File: config.mk
export PLATFORM = sky130hd
export DESIGN_NAME = gpir_router
export DESIGN_NICKNAME = d
export VERILOG_FILES = /design/src/rtl/gpir_pkg.sv /design/src/rtl/gpir_pcwin_decode.sv /design/src/rtl/gpir_bank.sv /design/src/rtl/gpir_router.sv
export SDC_FILE = /design/constraint.sdc
export NUM_CORES = 1
export LEC_CHECK = 0
export BUFFER_PORTS_ARGS = -buffer_cell sky130_fd_sc_hd__buf_2
export CELL_PAD_IN_SITES_DETAIL_PLACEMENT = 0
export CELL_PAD_IN_SITES_GLOBAL_PLACEMENT = 1
export CORE_ASPECT_RATIO = 1.75
export CORE_UTILIZATION = 50
export CTS_CLUSTER_SIZE = 20
export DETAILED_ROUTE_END_ITERATION = 12
export MAX_ROUTING_LAYER = met4
export PLACE_DENSITY = 0.88
export SYNTH_ARGS = -nofsm -noshare
export SYNTH_HDL_FRONTEND = slang
export SYNTH_SLANG_ARGS = --single-unit
File: constraint.sdc
create_clock -name clk -period 4.4 [get_ports clk]
set_input_delay 0.88 -clock clk [delete_from_list [all_inputs] [get_ports clk]]
set_output_delay 0.88 -clock clk [all_outputs]
set_load 0.05 [all_outputs]
File: src/rtl/gpir_pkg.sv
package gpir_pkg;

    typedef enum logic [1:0] {
        GPIR_SHARED = 2'd0,
        GPIR_DUAL   = 2'd1,
        GPIR_QUAD   = 2'd2
    } gpir_variant_e;

    typedef enum logic [1:0] {
        GRP_CAUSE = 2'd0,
        GRP_EMASK = 2'd1,
        GRP_LMASK = 2'd2,
        GRP_NONE  = 2'd3
    } pc_group_e;

    localparam logic [7:0] MAIN_CAUSE  = 8'h14;
    localparam logic [7:0] MAIN_EMASK  = 8'h18;
    localparam logic [7:0] MAIN_LMASK  = 8'h1C;
    localparam logic [7:0] MAIN_EMASK1 = 8'h30;
    localparam logic [7:0] MAIN_LMASK1 = 8'h34;

endpackage

File: src/rtl/gpir_pcwin_decode.sv
module gpir_pcwin_decode #(
    parameter int NSLOT = 4,
    parameter int AW    = 8
) (
    input  logic [AW-1:0]        addr,
    output logic                 hit,
    output logic [1:0]           slot,
    output gpir_pkg::pc_group_e  grp
);
    always_comb begin
        slot = addr[3:2];
        grp  = gpir_pkg::pc_group_e'(addr[5:4]);
        hit  = (addr[1:0] == 2'b00)
            && (int'(addr[3:2]) < NSLOT)
            && (addr[5:4] != 2'b11)
            && (addr[AW-1:6] == '0);
    end
endmodule

File: src/rtl/gpir_bank.sv
module gpir_bank #(
    parameter int W         = 32,
    parameter bit OWN_CAUSE = 1'b1
) (
    input  logic         clk,
    input  logic         rst_n,
    input  logic         we_cause,
    input  logic         we_emask,
    input  logic         we_lmask,
    input  logic [W-1:0] wdata,
    input  logic [W-1:0] edge_evt,
    input  logic [W-1:0] line_level,
    input  logic [W-1:0] ext_cause,
    output logic [W-1:0] cause_q,
    output logic [W-1:0] emask_q,
    output logic [W-1:0] lmask_q,
    output logic         req
);
    always_ff @(posedge clk or negedge rst_n) begin
        if (!rst_n) begin
            emask_q <= '0;
            lmask_q <= '0;
        end else begin
            if (we_emask) emask_q <= wdata;
            if (we_lmask) lmask_q <= wdata;
        end
    end

    generate
        if (OWN_CAUSE) begin : g_own
            logic [W-1:0] cause_r;
            logic         unused_ext;
            assign unused_ext = ^ext_cause;

            // set from an event wins over a clear in the same cycle
            always_ff @(posedge clk or negedge rst_n) begin
                if (!rst_n) cause_r <= '0;
                else        cause_r <= (cause_r & (we_cause ? wdata : '1)) | edge_evt;
            end
            assign cause_q = cause_r;

            assert_edge_sets_R3: assert property (@(posedge clk) disable iff (!rst_n)
                (edge_evt != '0) |=> ((cause_q & $past(edge_evt)) == $past(edge_evt)));
            assert_cause_hold_R4: assert property (@(posedge clk) disable iff (!rst_n)
                (!we_cause && edge_evt == '0) |=> $stable(cause_q));
            assert_no_new_bits_R4: assert property (@(posedge clk) disable iff (!rst_n)
                (edge_evt == '0) |=> ((cause_q & ~$past(cause_q)) == '0));
        end else begin : g_shared
            logic unused_cause;
            assign unused_cause = we_cause ^ (^edge_evt);
            assign cause_q = ext_cause;
        end
    endgenerate

    assign req = |((line_level & lmask_q) | (cause_q & emask_q));

    assert_emask_hold_R2: assert property (@(posedge clk) disable iff (!rst_n)
        !we_emask |=> $stable(emask_q));
    assert_lmask_hold_R2: assert property (@(posedge clk) disable iff (!rst_n)
        !we_lmask |=> $stable(lmask_q));
    assert_quiet_when_masked_R6: assert property (@(posedge clk) disable iff (!rst_n)
        (emask_q == '0 && lmask_q == '0) |-> !req);
endmodule

File: src/rtl/gpir_router.sv
module gpir_router #(
    parameter gpir_pkg::gpir_variant_e VARIANT = gpir_pkg::GPIR_QUAD,
    parameter int W     = 32,
    parameter int NSLOT = 4,
    parameter int AW    = 8
) (
    input  logic          clk,
    input  logic          rst_n,
    input  logic          wr_en,
    input  logic          wr_win,
    input  logic [AW-1:0] wr_addr,
    input  logic [W-1:0]  wr_data,
    input  logic          rd_win,
    input  logic [AW-1:0] rd_addr,
    output logic [W-1:0]  rd_data,
    input  logic [W-1:0]  line_level,
    input  logic [W-1:0]  edge_evt,
    output logic [NSLOT-1:0] cpu_irq,
    output logic          glb_irq
);
    import gpir_pkg::*;

    localparam bit IS_QUAD = (VARIANT == GPIR_QUAD);
    localparam bit IS_DUAL = (VARIANT == GPIR_DUAL);

    // main window strobes
    logic main_wr;
    logic we_g_cause, we_g_em, we_g_lm, we_d_em1, we_d_lm1;
    assign main_wr    = wr_en && !wr_win;
    assign we_g_cause = main_wr && (wr_addr == AW'(MAIN_CAUSE));
    assign we_g_em    = main_wr && (wr_addr == AW'(MAIN_EMASK));
    assign we_g_lm    = main_wr && (wr_addr == AW'(MAIN_LMASK));
    assign we_d_em1   = main_wr && (wr_addr == AW'(MAIN_EMASK1)) && IS_DUAL;
    assign we_d_lm1   = main_wr && (wr_addr == AW'(MAIN_LMASK1)) && IS_DUAL;

    // per-processor window decode
    logic      w_hit, r_hit;
    logic [1:0] w_slot, r_slot;
    pc_group_e w_grp, r_grp;

    gpir_pcwin_decode #(.NSLOT(NSLOT), .AW(AW)) u_wdec (
        .addr(wr_addr), .hit(w_hit), .slot(w_slot), .grp(w_grp));
    gpir_pcwin_decode #(.NSLOT(NSLOT), .AW(AW)) u_rdec (
        .addr(rd_addr), .hit(r_hit), .slot(r_slot), .grp(r_grp));

    // shared bank
    logic [W-1:0] g_cause, g_em, g_lm;
    logic         g_req;

    gpir_bank #(.W(W), .OWN_CAUSE(1'b1)) u_global (
        .clk(clk), .rst_n(rst_n),
        .we_cause(we_g_cause), .we_emask(we_g_em), .we_lmask(we_g_lm),
        .wdata(wr_data), .edge_evt(edge_evt), .line_level(line_level),
        .ext_cause('0),
        .cause_q(g_cause), .emask_q(g_em), .lmask_q(g_lm), .req(g_req));

    assign glb_irq = g_req;

    logic [W-1:0] s_cause [NSLOT];
    logic [W-1:0] s_em    [NSLOT];
    logic [W-1:0] s_lm    [NSLOT];

    genvar i;
    generate
        for (i = 0; i < NSLOT; i++) begin : g_slot
            if (IS_QUAD) begin : g_quad
                logic pc_wr;
                assign pc_wr = wr_en && wr_win && w_hit && (int'(w_slot) == i);
                gpir_bank #(.W(W), .OWN_CAUSE(1'b1)) u_bank (
                    .clk(clk), .rst_n(rst_n),
                    .we_cause(pc_wr && w_grp == GRP_CAUSE),
                    .we_emask(pc_wr && w_grp == GRP_EMASK),
                    .we_lmask(pc_wr && w_grp == GRP_LMASK),
                    .wdata(wr_data), .edge_evt(edge_evt), .line_level(line_level),
                    .ext_cause('0),
                    .cause_q(s_cause[i]), .emask_q(s_em[i]), .lmask_q(s_lm[i]),
                    .req(cpu_irq[i]));

                assert_unmapped_ignored_R10: assert property (@(posedge clk) disable iff (!rst_n)
                    (wr_en && wr_win && !w_hit && edge_evt == '0)
                    |=> ($stable(s_cause[i]) && $stable(s_em[i]) && $stable(s_lm[i])));
            end else if (IS_DUAL && i == 1) begin : g_dual1
                gpir_bank #(.W(W), .OWN_CAUSE(1'b0)) u_bank (
                    .clk(clk), .rst_n(rst_n),
                    .we_cause(1'b0), .we_emask(we_d_em1), .we_lmask(we_d_lm1),
                    .wdata(wr_data), .edge_evt(edge_evt), .line_level(line_level),
                    .ext_cause(g_cause),
                    .cause_q(s_cause[i]), .emask_q(s_em[i]), .lmask_q(s_lm[i]),
                    .req(cpu_irq[i]));
            end else if (i == 0) begin : g_alias0
                assign s_cause[i] = '0;
                assign s_em[i]    = '0;
                assign s_lm[i]    = '0;
                assign cpu_irq[i] = g_req;
            end else begin : g_absent
                assign s_cause[i] = '0;
                assign s_em[i]    = '0;
                assign s_lm[i]    = '0;
                assign cpu_irq[i] = 1'b0;
            end
        end
    endgenerate

    // read mux
    always_comb begin
        rd_data = '0;
        if (!rd_win) begin
            if (rd_addr == AW'(MAIN_CAUSE))      rd_data = g_cause;
            else if (rd_addr == AW'(MAIN_EMASK)) rd_data = g_em;
            else if (rd_addr == AW'(MAIN_LMASK)) rd_data = g_lm;
            else if (IS_DUAL && rd_addr == AW'(MAIN_EMASK1)) rd_data = s_em[1];
            else if (IS_DUAL && rd_addr == AW'(MAIN_LMASK1)) rd_data = s_lm[1];
        end else if (IS_QUAD && r_hit) begin
            unique case (r_grp)
                GRP_CAUSE: rd_data = s_cause[r_slot];
                GRP_EMASK: rd_data = s_em[r_slot];
                GRP_LMASK: rd_data = s_lm[r_slot];
                default:   rd_data = '0;
            endcase
        end
    end

    assert_slot0_alias_R8: assert property (@(posedge clk) disable iff (!rst_n)
        (!IS_QUAD) |-> (cpu_irq[0] == glb_irq));
endmodule

# Word-level counts from Yosys, hierarchy flattened
# Cells that the tools add are included.
# word_totals
memories,0
mem_bits_ro,0
regBits,480
ram_bits,0
latchBits,0
output_inout_bits,37
# op_classes
bitwise,26
n_reduce_logical,39
order_cmp,1
shift,0
muxes,20
mul,0
add_sub_neg,0
n_div,0
n_eq_ne,15
# ops
cell,n
two-way mux 32 bit,16
AND 32 bit,15
bitwise OR 32 bit,10
binary-select mux 32 bit (select 2 bit),3
OR reduction 32 bit,5
one-hot mux 32 bit (3 select lines),1
"== test 8 x 5 -> 1 bit, second input constant",6
logical AND 1 bit,26
zero test 2 bit,7
"== test 2 bit, second input constant",4
"== test 2 x 1 -> 1 bit, second input constant",3
"inequality test 2 bit, second input constant",2
"greater-or-equal comparator 3 bit, second input constant",1
NOT 2 -> 3 bit,1
zero test 1 bit,1

# Depth between registers and ports, before layout
# depth
word_depth,9
ltp_mapped,8

# By module
# A second synthesis with hierarchy kept.
# unflattened
hier_cells,1953
area_unflattened_um2,24230.7
# by_module_without_submodules
mod,area_each_um2,seq_area_each_um2,n_inst,cells_each
gpir_bank,3975.1,2402.3,5,272
gpir_router,4270.3,0.0,1,581
gpir_pcwin_decode,42.5,0.0,2,6

# Worst setup path before layout
# Ideal clock, no wire load.
# synth_timing
kind,input-to-output
from,input rd_addr[2]
to,output rd_data[12]
arrival_time_ps,3059
stages,6
required_ps,3520
path_slack_ps,461
path_cell_list,clkbuf_1 -> buf_1 -> buf_1 -> mux4_2 -> nand2_1 -> o2111ai_1
# synth_via
elab_chain_len,7
word_cells_on_any_way,19
cone_classes,3 x eq/ne; 15 x mux; 1 x bitwise
# synth_rtl
item,line_no,text
"start, declared",gpir_router.sv:14,"input logic [AW-1:0] rd_addr,"
NOT 2 -> 3 bit (implied by the code),"gpir_router.sv:115, gpir_router.sv:116, gpir_router.sv:117",
binary-select mux 32 bit (select 2 bit) (on tied branches),"gpir_router.sv:117, gpir_router.sv:115, gpir_router.sv:116",
two-way mux 32 bit (on tied branches) (2 in a row),"gpir_router.sv:117, gpir_router.sv:115, gpir_router.sv:116",
one-hot mux 32 bit (3 select lines),gpir_router.sv:114,unique case (r_grp)
two-way mux 32 bit,gpir_router.sv:113,end else if (IS_QUAD && r_hit) begin
two-way mux 32 bit *,gpir_router.sv:107,if (!rd_win) begin
"end, declared",gpir_router.sv:15,"output logic [W-1:0] rd_data,"
# Mark *: on every way between the ends. The rest lies on a longest branch, timed or not. The select of a mux whose other input is x is not followed.

# Worst setup path in the final report
# layout_timing
from,register g_slot[1].g_quad.u_bank.emask_q[18]
to,output cpu_irq[1]
# layout_via
elab_chain_len,3
# layout_rtl
item,line_no,text
"start, declared",gpir_bank.sv:15,"output logic [W-1:0] emask_q,"
"start signal, assigned",gpir_bank.sv:24,if (we_emask) emask_q <= wdata;
AND 32 bit,gpir_bank.sv:55,assign req = |((line_level & lmask_q) | (cause_q & emask_q));
bitwise OR 32 bit,gpir_bank.sv:55,
OR reduction 32 bit,gpir_bank.sv:55,
"end, declared",gpir_router.sv:18,"output logic [NSLOT-1:0] cpu_irq,"
# No other way between the ends.

==> impl_metrics.env <==
export IMPL_max_vdd_ir_drop_v=0.000294
export IMPL_rows=105
export IMPL_vias=18900
export IMPL_finalSetupViolCount=0
export IMPL_timing_final_ws_setup_ns=0.298
export IMPL_synthTopCellsByCount="480 x dfrtp_1, 261 x mux2_2, 196 x nand2b_1"
export IMPL_io_buffer_count=153
export IMPL_drv_slew=0
export IMPL_fillers=3835
export IMPL_cts_buffers=46
export IMPL_yosys_area_share_simple_pct=7.56
export IMPL_cp_startpoint="g_slot[1].g_quad.u_bank.emask_q[18]$_DFFE_PN0P_"
export IMPL_place_hpwl_um=78100
export IMPL_r2r_slack_ns=3.38
export IMPL_critical_path_cell_chain="a22o_1 > a221oi_1 > nand4_1 > or4_1 > buf_2"
export IMPL_synthMuxAreaShare_pct=25.0
export IMPL_finalWirelength_um=108000
export IMPL_start_util_pct=50.9
export IMPL_via_per_inst=7.41
export IMPL_critPathCaptureType="output port"
export IMPL_dieWidth_um=168
export IMPL_rsz0062_at_grt="false"
export IMPL_path_max_fanout=3
export IMPL_cts_tree="done"
export IMPL_drtPass1Iterations=5
export IMPL_die_h_um=292
export IMPL_overflow=0
export IMPL_clock_latency_ns=0.58
export IMPL_synth_area_sq_mm=0.0240
export IMPL_synth_edf_count=0
export IMPL_avgSynthCellArea_sq_um=13.2
export IMPL_max_slew_worst_pin_slew_ns=1.12
export IMPL_setup_tns_final_ns=0
export IMPL_wl_per_cell_um=42.2
export IMPL_ant_nets=0
export IMPL_drc_errors=0
export IMPL_path_buf_inv=1
export IMPL_dp_slack_ns=0.358
export IMPL_slew_headroom_pct=25.1
export IMPL_synth_adder_area_share_pct=0
export IMPL_multiInputGateArea_sq_mm=0.0113
export IMPL_io_pins=154
export IMPL_critical_path_arrival_ns=3.22
export IMPL_hold_viol=0
export IMPL_r2r_start="g_slot[1].g_quad.u_bank.lmask_q[31]$_DFFE_PN0P_"
export IMPL_synthCells=1812
export IMPL_crit_type="register to output port"
export IMPL_max_stage_delay_ns=0.79
export IMPL_ys_types=33
export IMPL_yosysTopAreaCellShare_pct=50.1
export IMPL_cp_top_family="compound AO/OA/AOI/OAI gates"
export IMPL_synth_top_family_by_area="multiplexers"
export IMPL_synth_area_leaders="dfrtp_1 50%, mux2_2 12%, mux4_2 9.0%, nand2b_1 5.1%, o31ai_1 5.0%"
export IMPL_antenna_found_initial=18
export IMPL_core_area_sq_mm=0.0472
export IMPL_max_freq_mhz=244
export IMPL_worstPathRequired_ns=3.52
export IMPL_area_growth_synth_to_final_pct=13.6
export IMPL_grt_first_pass_wirelength_um=152000
export IMPL_drive_gt1_share_pct=36.7
export IMPL_clockBufferDepth=3
export IMPL_status="finished, final reports clean"
export IMPL_grt_use_total_pct=46.8
export IMPL_yosys_warnings=0
export IMPL_startpoint_type="register"
export IMPL_synth_top_cell_by_area="dfrtp_1"
export IMPL_power_density_mw_per_mm2=360
export IMPL_maxCapViolCount=0
export IMPL_hold_path_class="input port to async pin"
export IMPL_power_leakage_uw=0.0117
export IMPL_clockRootBuffer="clkbuf_16"
export IMPL_fin_skew_ns=0
export IMPL_h_tree_depth=2
export IMPL_tritoncts_num_sinks=480
export IMPL_die_area_sq_mm=0.0489
export IMPL_synth_ff_type="dfrtp_1"
export IMPL_grt_max_degree=129
export IMPL_layout_nets=2036
export IMPL_drt_iter0_markers=2570
export IMPL_path_clk_slew_ns=0.06
export IMPL_seq_area_sq_mm=0.0120
export IMPL_synth_compound_area_share_pct=14.2
export IMPL_rr_worst_depth=1
export IMPL_period_share_pct=93.2
export IMPL_post_cts_setup_buffer_count=0
export IMPL_grt_pass1_vias=18900
export IMPL_r2r_end="g_slot[1].g_quad.u_bank.lmask_q[31]$_DFFE_PN0P_"
export IMPL_synth_most_common_cell="dfrtp_1"
export IMPL_synth_seq_area_share_pct=50.1
export IMPL_path_depth=5
export IMPL_cpMaxStageDelayCell="a221oi_1"
export IMPL_ys_ff_latch=480
export IMPL_ys_async_sr_fraction_pct=100
export IMPL_syn_nets=1929
export IMPL_min_period_ns=4.10
export IMPL_postCtsHoldBufs=0
export IMPL_endpoint="cpu_irq[1]"
export IMPL_synth_xor_area_share_pct=0
export IMPL_gp_congestion=1.10
kinds of logic (layout without fill, tap and decap cells):
family / count (synthesis) / count (layout)
buffers and inverters: 183 / 327
and+or+nand+nor: 315 / 315
muxes: 417 / 417
DFF: 480 / 480
AOI/OAI and AO/OA: 417 / 417
other: 0 / 13
state kept, by name, summed over array words and instances (netlist names):
register	flops
u_global.lmask_q	32
u_global.emask_q	32
g_slot.g_quad.u_bank.emask_q	128
g_slot.g_quad.u_bank.cause_q	128
g_slot.g_quad.u_bank.lmask_q	128
u_global.cause_q	32
metrics by stage:
| stage | cell area, sq um | hold slack [ns] | total power [uW] | utilization (%) | std cells |
|---|---|---|---|---|---|
| finish | 27300 | 0.411 | 9830 | 57.8 | 2557 |
| global route | 27300 | 0.483 | 10000 | 57.8 | 2556 |
| CTS | 27200 | 0.456 | 9800 | 57.7 | 2543 |
| detailed placement | 25700 | 0.518 | 5680 | 54.4 | 2458 |
| global placement | 25700 | 0.508 | 5670 | 54.4 | 2458 |
| floorplan | 24000 | 0.489 | 5130 | - | 1812 |
per-layer routing:
metal  GRT usage, %  routed length [um]  up-vias
li1               -                   -     7243
met1           50.7               34900     9826
met2           70.0               50100     1362
met3           10.7                9660      509
met4           45.7               13200        0
met5              -                   0        -
cell type report:
| class | instances | share of cell area, % |
|---|---|---|
| inverter | 32 | 0.440 |
| clock inverter | 18 | 0.748 |
| timing repair buffer | 210 | 5.65 |
| multi-input combinational | 1149 | 41.4 |
| antenna | 13 | 0.119 |
| tap | 588 | 2.70 |
| sequential | 480 | 44.0 |
| clock buffer | 67 | 4.93 |
power by group:
group	leakage, uW	total, uW	internal [uW]	switching [uW]
Sequential	0.00584	4610	4490	114
Combinational	0.00512	1040	346	689
Clock	0.000752	4190	2360	1820
layout by cell type, fill, tap and decap left out, types with 2 or more instances in the layout:
| cell type | count |
|---|---|
| buf_4 | 44 |
| nor2_1 | 2 |
| inv_1 | 32 |
| nand2_1 | 64 |
| clkinvlp_4 | 4 |
| nand2_2 | 5 |
| clkbuf_1 | 13 |
| or4_1 | 6 |
| nand2b_1 | 193 |
| clkinv_2 | 9 |
| buf_2 | 140 |
| a221oi_2 | 3 |
| mux2_2 | 261 |
| buf_12 | 24 |
| o2111ai_1 | 30 |
| diode_2 | 13 |
| dfrtp_1 | 480 |
| o211ai_1 | 33 |
| nand4_1 | 24 |
| bufinv_16 | 4 |
| a22o_1 | 111 |
| o31ai_1 | 160 |
| nor3_2 | 2 |
| or2_2 | 3 |
| clkbuf_8 | 6 |
| nand2b_2 | 2 |
| nor2b_1 | 2 |
| a221oi_1 | 77 |
| nor4bb_1 | 2 |
| mux4_2 | 96 |
| mux2_4 | 60 |
| clkbuf_16 | 49 |
worst min path at each step:
stage	from	endpoint	slack (ns)	depth (start not counted)
after floorplan	g_slot[3].g_quad.u_bank.cause_q[0]$_DFF_PN0_	g_slot[3].g_quad.u_bank.cause_q[0]$_DFF_PN0_	0.49	2
after global placement	g_slot[3].g_quad.u_bank.lmask_q[28]$_DFFE_PN0P_	g_slot[3].g_quad.u_bank.lmask_q[28]$_DFFE_PN0P_	0.51	1
after detailed placement	g_slot[2].g_quad.u_bank.lmask_q[23]$_DFFE_PN0P_	g_slot[2].g_quad.u_bank.lmask_q[23]$_DFFE_PN0P_	0.52	1
after CTS	rst_n	g_slot[2].g_quad.u_bank.cause_q[8]$_DFF_PN0_	0.46	1
after global routing	rst_n	g_slot[2].g_quad.u_bank.cause_q[8]$_DFF_PN0_	0.48	1
final	rst_n	g_slot[2].g_quad.u_bank.cause_q[8]$_DFF_PN0_	0.41	1
what timing repair did:
item                                    in CTS  in global routing
endpoints found under the setup margin       0                  2
resized for setup                            0                  3
endpoints found under the hold margin        0                  0
No activity file was read; power rests on OpenSTA's default activity.
